### src/rtl/twi_reg16_slave.sv
module twi_reg16_slave #(
  parameter logic [6:0] DEV_ADDR = 7'h48
) (
  input  logic        clk,
  input  logic        rst_n,
  input  logic        scl_i,
  input  logic        sda_i,
  output logic        sda_oe,
  output logic [7:0]  reg_addr,
  output logic [15:0] reg_wdata,
  output logic        reg_we,
  input  logic [15:0] reg_rdata
);

  typedef enum logic [2:0] {S_IDLE, S_DEV, S_PTR, S_WR, S_RD, S_RACK, S_IGN} st_t;

  st_t        st;
  logic [2:0] scl_p, sda_p;
  logic [3:0] cnt;
  logic       ackph, half, nack;
  logic [7:0] sh, tx, hi, ptr;

  wire scl_s = scl_p[1];
  wire scl_q = scl_p[2];
  wire sda_s = sda_p[1];
  wire sda_q = sda_p[2];

  wire rise  = scl_s & ~scl_q;
  wire fall  = ~scl_s & scl_q;
  wire start = scl_s & scl_q & sda_q & ~sda_s;
  wire stop  = scl_s & scl_q & ~sda_q & sda_s;
  wire match = (sh[7:1] == DEV_ADDR);
  wire [7:0] rd_byte = half ? reg_rdata[7:0] : reg_rdata[15:8];

  assign reg_addr = ptr;

  always_ff @(posedge clk or negedge rst_n) begin
    if (!rst_n) begin
      scl_p <= 3'b111;
      sda_p <= 3'b111;
    end else begin
      scl_p <= {scl_p[1:0], scl_i};
      sda_p <= {sda_p[1:0], sda_i};
    end
  end

  always_ff @(posedge clk or negedge rst_n) begin
    if (!rst_n) begin
      st        <= S_IDLE;
      cnt       <= '0;
      ackph     <= 1'b0;
      half      <= 1'b0;
      nack      <= 1'b0;
      sh        <= '0;
      tx        <= '0;
      hi        <= '0;
      ptr       <= '0;
      sda_oe    <= 1'b0;
      reg_we    <= 1'b0;
      reg_wdata <= '0;
    end else begin
      reg_we <= 1'b0;
      if (start) begin
        st     <= S_DEV;
        cnt    <= '0;
        ackph  <= 1'b0;
        half   <= 1'b0;
        sda_oe <= 1'b0;
      end else if (stop) begin
        st     <= S_IDLE;
        sda_oe <= 1'b0;
      end else begin
        case (st)
          S_DEV, S_PTR, S_WR: begin
            if (rise && cnt < 4'd8) begin
              sh  <= {sh[6:0], sda_s};
              cnt <= cnt + 4'd1;
            end else if (fall && cnt == 4'd8 && !ackph) begin
              ackph <= 1'b1;
              case (st)
                S_DEV: begin
                  if (match) sda_oe <= 1'b1;
                  else st <= S_IGN;
                end
                S_PTR: begin
                  sda_oe <= 1'b1;
                  ptr    <= sh;
                  half   <= 1'b0;
                end
                default: begin
                  sda_oe <= 1'b1;
                  half   <= ~half;
                  if (half) begin
                    reg_we    <= 1'b1;
                    reg_wdata <= {hi, sh};
                  end else begin
                    hi <= sh;
                  end
                end
              endcase
            end else if (fall && ackph) begin
              ackph  <= 1'b0;
              cnt    <= '0;
              sda_oe <= 1'b0;
              case (st)
                S_DEV: begin
                  if (sh[0]) begin
                    st     <= S_RD;
                    tx     <= rd_byte;
                    sda_oe <= ~rd_byte[7];
                  end else begin
                    st <= S_PTR;
                  end
                end
                S_PTR:   st <= S_WR;
                default: if (!half) ptr <= ptr + 8'd1;
              endcase
            end
          end
          S_RD: begin
            if (rise) begin
              cnt <= cnt + 4'd1;
            end else if (fall) begin
              if (cnt < 4'd8) begin
                tx     <= {tx[6:0], 1'b0};
                sda_oe <= ~tx[6];
              end else begin
                sda_oe <= 1'b0;
                st     <= S_RACK;
                half   <= ~half;
                if (half) ptr <= ptr + 8'd1;
              end
            end
          end
          S_RACK: begin
            if (rise) begin
              nack <= sda_s;
            end else if (fall) begin
              if (nack) begin
                st <= S_IGN;
              end else begin
                st     <= S_RD;
                cnt    <= '0;
                tx     <= rd_byte;
                sda_oe <= ~rd_byte[7];
              end
            end
          end
          default: ;
        endcase
      end
    end
  end


  sda_low_phase_chk: assert property (@(posedge clk) disable iff (!rst_n)
    !$stable(sda_oe) |-> !$past(scl_s));


  ign_quiet_chk: assert property (@(posedge clk) disable iff (!rst_n)
    (st == S_IGN) |-> !sda_oe);


  we_with_ack_chk: assert property (@(posedge clk) disable iff (!rst_n)
    reg_we |-> sda_oe);


  we_pulse_chk: assert property (@(posedge clk) disable iff (!rst_n)
    reg_we |=> !reg_we);


  ptr_low_phase_chk: assert property (@(posedge clk) disable iff (!rst_n)
    !$stable(reg_addr) |-> !$past(scl_s));

endmodule

### config.mk
export PLATFORM = sky130hd
export DESIGN_NAME = twi_reg16_slave
export DESIGN_NICKNAME = d
export VERILOG_FILES = /design/src/rtl/twi_reg16_slave.sv
export SDC_FILE = /design/constraint.sdc
export NUM_CORES = 1
export LEC_CHECK = 0
export ABC_CLOCK_PERIOD_IN_PS = 4290
export CELL_PAD_IN_SITES_DETAIL_PLACEMENT = 1
export CELL_PAD_IN_SITES_GLOBAL_PLACEMENT = 1
export CORE_ASPECT_RATIO = 1.2
export CORE_MARGIN = 1.5
export CORE_UTILIZATION = 47
export DETAILED_ROUTE_END_ITERATION = 16
export PLACE_DENSITY_LB_ADDON = 0.1
export SLEW_MARGIN = 40
export SYNTH_ARGS = -nofsm -noshare
export SYNTH_HDL_FRONTEND = slang
export SYNTH_SLANG_ARGS = --single-unit
export TNS_END_PERCENT = 5
### constraint.sdc
create_clock -name clk -period 4.29 [get_ports clk]
set_clock_uncertainty 0.15 [all_clocks]
set_input_delay 0.858 -clock clk [delete_from_list [all_inputs] [get_ports clk]]
set_output_delay 0.858 -clock clk [all_outputs]
set_load 0.1 [all_outputs]
==> load_flow_metrics.sql <==
INSERT INTO impl_metrics (metric_group, metric, value, unit) VALUES
('sta', 'tightestPinTransition', '845', 'ps'),
('global_route', 'grt_antenna_before_repair', '0', ''),
('clocking', 'cts_hold_buffers', '0', ''),
('sta', 'finalSetupViolations', '0', ''),
('detailed_routing', 'post_drt_via_cell_ratio', '5.81', ''),
('global_route', 'grt_pass1_vias', '2727', ''),
('yosys', 'synth_cell_types', '65', ''),
('yosys', 'postSynthNetCount', '335', ''),
('yosys', 'yosys_register_bits', '65', ''),
('finish', 'share_of_post_route_cells_with_drive_strength_above_1', '0.273', ''),
('power', 'p_int', '1260', 'uW'),
('power', 'power.clock.fraction', '0.246', ''),
('outcome', 'run_status', 'complete, no violations', ''),
('sta', 'tns', '0', 'ps'),
('die', 'placement_row_count', '33', ''),
('sta', 'fin_crit_sh', '0.715', ''),
('finish', 'syn2layout_area_growth', '17.3', '%'),
('yosys', 'seq_area_frac_synth', '0.485', ''),
('place', 'place_hpwl', '5920', 'um'),
('die', 'dieHeight', '95.7', 'um'),
('finish', 'fill_cells', '765', ''),
('clocking', 'clkTransAtPathRegs', '80', 'ps'),
('finish', 'nNetsFinal', '380', ''),
('die', 'floorplan.core_area', '0.00690', 'mm^2'),
('worst_hold_path', 'timing.hold.worst.class', 'reg -> reg', ''),
('die', 'die-width', '80.3', 'um'),
('clocking', 'clk_root_buffer_cell', 'sky130_fd_sc_hd__clkbuf_8', ''),
('detailed_routing', 'wl_final', '8160', 'um'),
('place', 'placement.io_buffers', '45', ''),
('detailed_routing', 'route.detailed.wl_per_inst', '18.2', 'um'),
('global_route', 'grt_pass1_wl', '13600', 'um'),
('power', 'ir_drop', '0.304', 'mV'),
('setup_path', 'list_of_cells_traversed_by_the_critical_path', 'inv_1 -> ha_1 -> or3b_4 -> or2_0 -> nor4_2 -> and2_1 -> buf_6 -> mux2_2', ''),
('sta', 'final-hold-violation-count', '0', ''),
('yosys', 'avgSynthCellArea', '10.8', 'um^2'),
('yosys', 'netlist.top_cell.by_area', 'sky130_fd_sc_hd__dfrtp_1', ''),
('sta', 'relSlewSlack', '0.422', ''),
('die', 'dieArea', '0.00769', 'mm^2'),
('detailed_routing', 'detail_route.first_pass.iterations', '4', ''),
('yosys', 'synth.area.top_cells', 'sky130_fd_sc_hd__dfrtp_1 44%, sky130_fd_sc_hd__mux2_2 7.4%, sky130_fd_sc_hd__dfstp_2 4.7%, sky130_fd_sc_hd__mux2_4 4.5%, sky130_fd_sc_hd__nand2_1 4.2%', ''),
('setup_path', 'required', '4370', 'ps'),
('sta', 'slew_violations', '0', ''),
('clocking', 'cts_sinks', '65', ''),
('clocking', 'tritoncts', 'yes', ''),
('yosys', 'dominantRegCellSynth', 'sky130_fd_sc_hd__dfrtp_1', ''),
('power', 'power.static_leakage', '0.00180', 'uW'),
('clocking', 'postCtsSetupBuffers', '0', ''),
('place', 'placedCellCount', '433', ''),
('setup_path', 'critPathCaptureType', 'flip-flop', ''),
('power', 'switching_power', '899', 'uW'),
('detailed_routing', 'dr_total_vias', '2607', ''),
('sta', 'fmax', '326', 'MHz'),
('detailed_routing', 'antenna_violating_nets_post_route', '0', ''),
('finish', 'antenna_diodes', '0', ''),
('setup_path', 'critical_path.slowest_cell', 'sky130_fd_sc_hd__and2_1', ''),
('yosys', 'synth_edf_count', '0', ''),
('setup_path', 'critical_path.n_buffers_inverters', '2', ''),
('setup_path', 'critical_path_s_top_delay_family', 'simple AND/OR/NAND/NOR gates', ''),
('run', 'cap_violations', '0', ''),
('detailed_routing', 'first_iter_violations', '118', ''),
('global_route', 'globalRoute.totalOverflow', '0', ''),
('power', 'netSwitchingFraction', '0.416', ''),
('detailed_routing', 'detail_route.drc_violations', '0', ''),
('global_route', 'track_usage', '0.235', ''),
('yosys', 'synthDominantCellAreaShare', '0.438', ''),
('yosys', 'synthesis.yosys.warnings', '0', ''),
('setup_path', 'cp_max_fo', '10', ''),
('power', 'share_seq_of_total_power', '0.397', ''),
('clocking', 'cts_max_level', '3', ''),
('yosys', 'synth_cells', '312', ''),
('place', 'gp_congestion', '0.919', '');
==> routing by layer <==
metal  wire [um]  vias up  track usage
met1        3570     1326        0.282
met2        4290       40        0.414
li1            -     1232            -
met3         195        9       0.0531
met5           0        -            0
met4         103        0       0.0833
==> through the flow <==
| step | worst slack, ps | hold slack, ps | total power (uW) | instance area (um^2) |
|---|---|---|---|---|
| after floorplan | 1720 | 195 | 1420 | 3370 |
| after global placement | 1160 | 196 | 1630 | 3860 |
| after detailed placement | 1210 | 197 | 1640 | 3740 |
| after CTS | 1200 | 209 | 2170 | 3950 |
| after global routing | 1030 | 211 | 2290 | 3950 |
| final | 1220 | 209 | 2160 | 3950 |
==> cell usage in the layout (no fill, tap or decap), drive strengths merged, types with 3 or more instances in the layout <==
| cell type | count |
|---|---|
| dfrtp | 59 |
| nand2 | 38 |
| buf | 32 |
| mux2 | 32 |
| o21ai | 18 |
| clkdlybuf4s50 | 18 |
| nor2 | 14 |
| mux2i | 10 |
| clkbuf | 9 |
| nand2b | 8 |
| a21oi | 8 |
| nor4 | 8 |
| inv | 8 |
| a2bb2oi | 7 |
| dfstp | 6 |
| o22ai | 6 |
| nand3 | 5 |
| and3 | 5 |
| nor3 | 5 |
| a21boi | 4 |
| clkinv | 4 |
| and2 | 3 |
| nor2b | 3 |
| o21a | 3 |
| a31oi | 3 |
| o31ai | 3 |
| ha | 3 |
| or3b | 3 |
==> power groups by stage <==
| stage | clock [uW] | combinational, uW | sequential, uW |
|---|---|---|---|
| finish | 531 | 771 | 859 |
| global route | 572 | 845 | 877 |
| CTS | 547 | 768 | 859 |
| detailed placement | 0 | 765 | 871 |
| global placement | 0 | 766 | 868 |
| floorplan | 0 | 464 | 960 |
==> flip-flops by register name (all words and copies together) (netlist names) <==
signal	cells
reg_wdata	16
hi	8
reg_addr	8
sh	8
tx	7
cnt	4
scl_p	3
sda_p	3
st	3
ackph	1
half	1
nack	1
reg_we	1
sda_oe	1
==> worst reg2reg max path, delay by kind of cell, from the launching register on <==
family | cells | cell delay, ps
adder cells (fa/ha/maj) | 1 | 160
flip-flops | 1 | 390
AND/OR/NAND/NOR | 4 | 1570
buffers and inverters | 2 | 340
multiplexers | 1 | 350
==> final cells by class <==
cell class	instances	area [um^2]	area share
flip-flops and latches	65	1630	0.414
repair buffers	50	357	0.0903
clock inverters	7	77.6	0.0196
well taps	87	109	0.0276
inverters	7	26.3	0.00665
clock buffers	9	124	0.0314
multi-input cells	224	1620	0.411
==> cells by family (layout without fill, tap and decap cells) <==
kind of cell | count (synthesis) | count (layout) | synth area share
adder cells (fa/ha/maj) | 3 | 3 | 0.0111
XOR/XNOR | 1 | 1 | 0.00260
buffers and inverters | 23 | 73 | 0.0360
flip-flops | 65 | 65 | 0.485
multiplexers | 42 | 42 | 0.148
AO/OA/AOI/OAI | 72 | 72 | 0.150
AND/OR/NAND/NOR | 106 | 106 | 0.167
==> final timing paths <==
check / depth (start not counted) / endpoint / start / slack, ps
worst min register to register: 0 / scl_p[1] / scl_p[0] / 210
worst min-delay path: 0 / scl_p[1] / scl_p[0] / 210
worst max register to register: 8 / reg_wdata[6] / cnt[0] / 1220
max in group asynchronous: 2 / scl_p[0] / rst_n / 2960
worst max-delay path: 8 / reg_wdata[6] / cnt[0] / 1220
min in group asynchronous: 1 / reg_wdata[2] / rst_n / 300
==> cell usage after synthesis (4+ instances only) <==
| library cell | instances |
|---|---|
| sky130_fd_sc_hd__dfrtp_1 | 59 |
| sky130_fd_sc_hd__nand2_1 | 38 |
| sky130_fd_sc_hd__mux2_2 | 22 |
| sky130_fd_sc_hd__o21ai_0 | 18 |
| sky130_fd_sc_hd__nor2_1 | 14 |
| sky130_fd_sc_hd__mux2_4 | 10 |
| sky130_fd_sc_hd__mux2i_1 | 10 |
| sky130_fd_sc_hd__a21oi_1 | 8 |
| sky130_fd_sc_hd__clkbuf_1 | 8 |
| sky130_fd_sc_hd__nand2b_1 | 8 |
| sky130_fd_sc_hd__a2bb2oi_1 | 7 |
| sky130_fd_sc_hd__nor4_1 | 7 |
| sky130_fd_sc_hd__dfstp_2 | 6 |
| sky130_fd_sc_hd__inv_1 | 6 |
| sky130_fd_sc_hd__and3_1 | 5 |
| sky130_fd_sc_hd__nand3_1 | 5 |
| sky130_fd_sc_hd__o22ai_1 | 5 |
| sky130_fd_sc_hd__a21boi_0 | 4 |
| sky130_fd_sc_hd__nor3_1 | 4 |
Note: power is estimated with default switching activity, not from simulation.
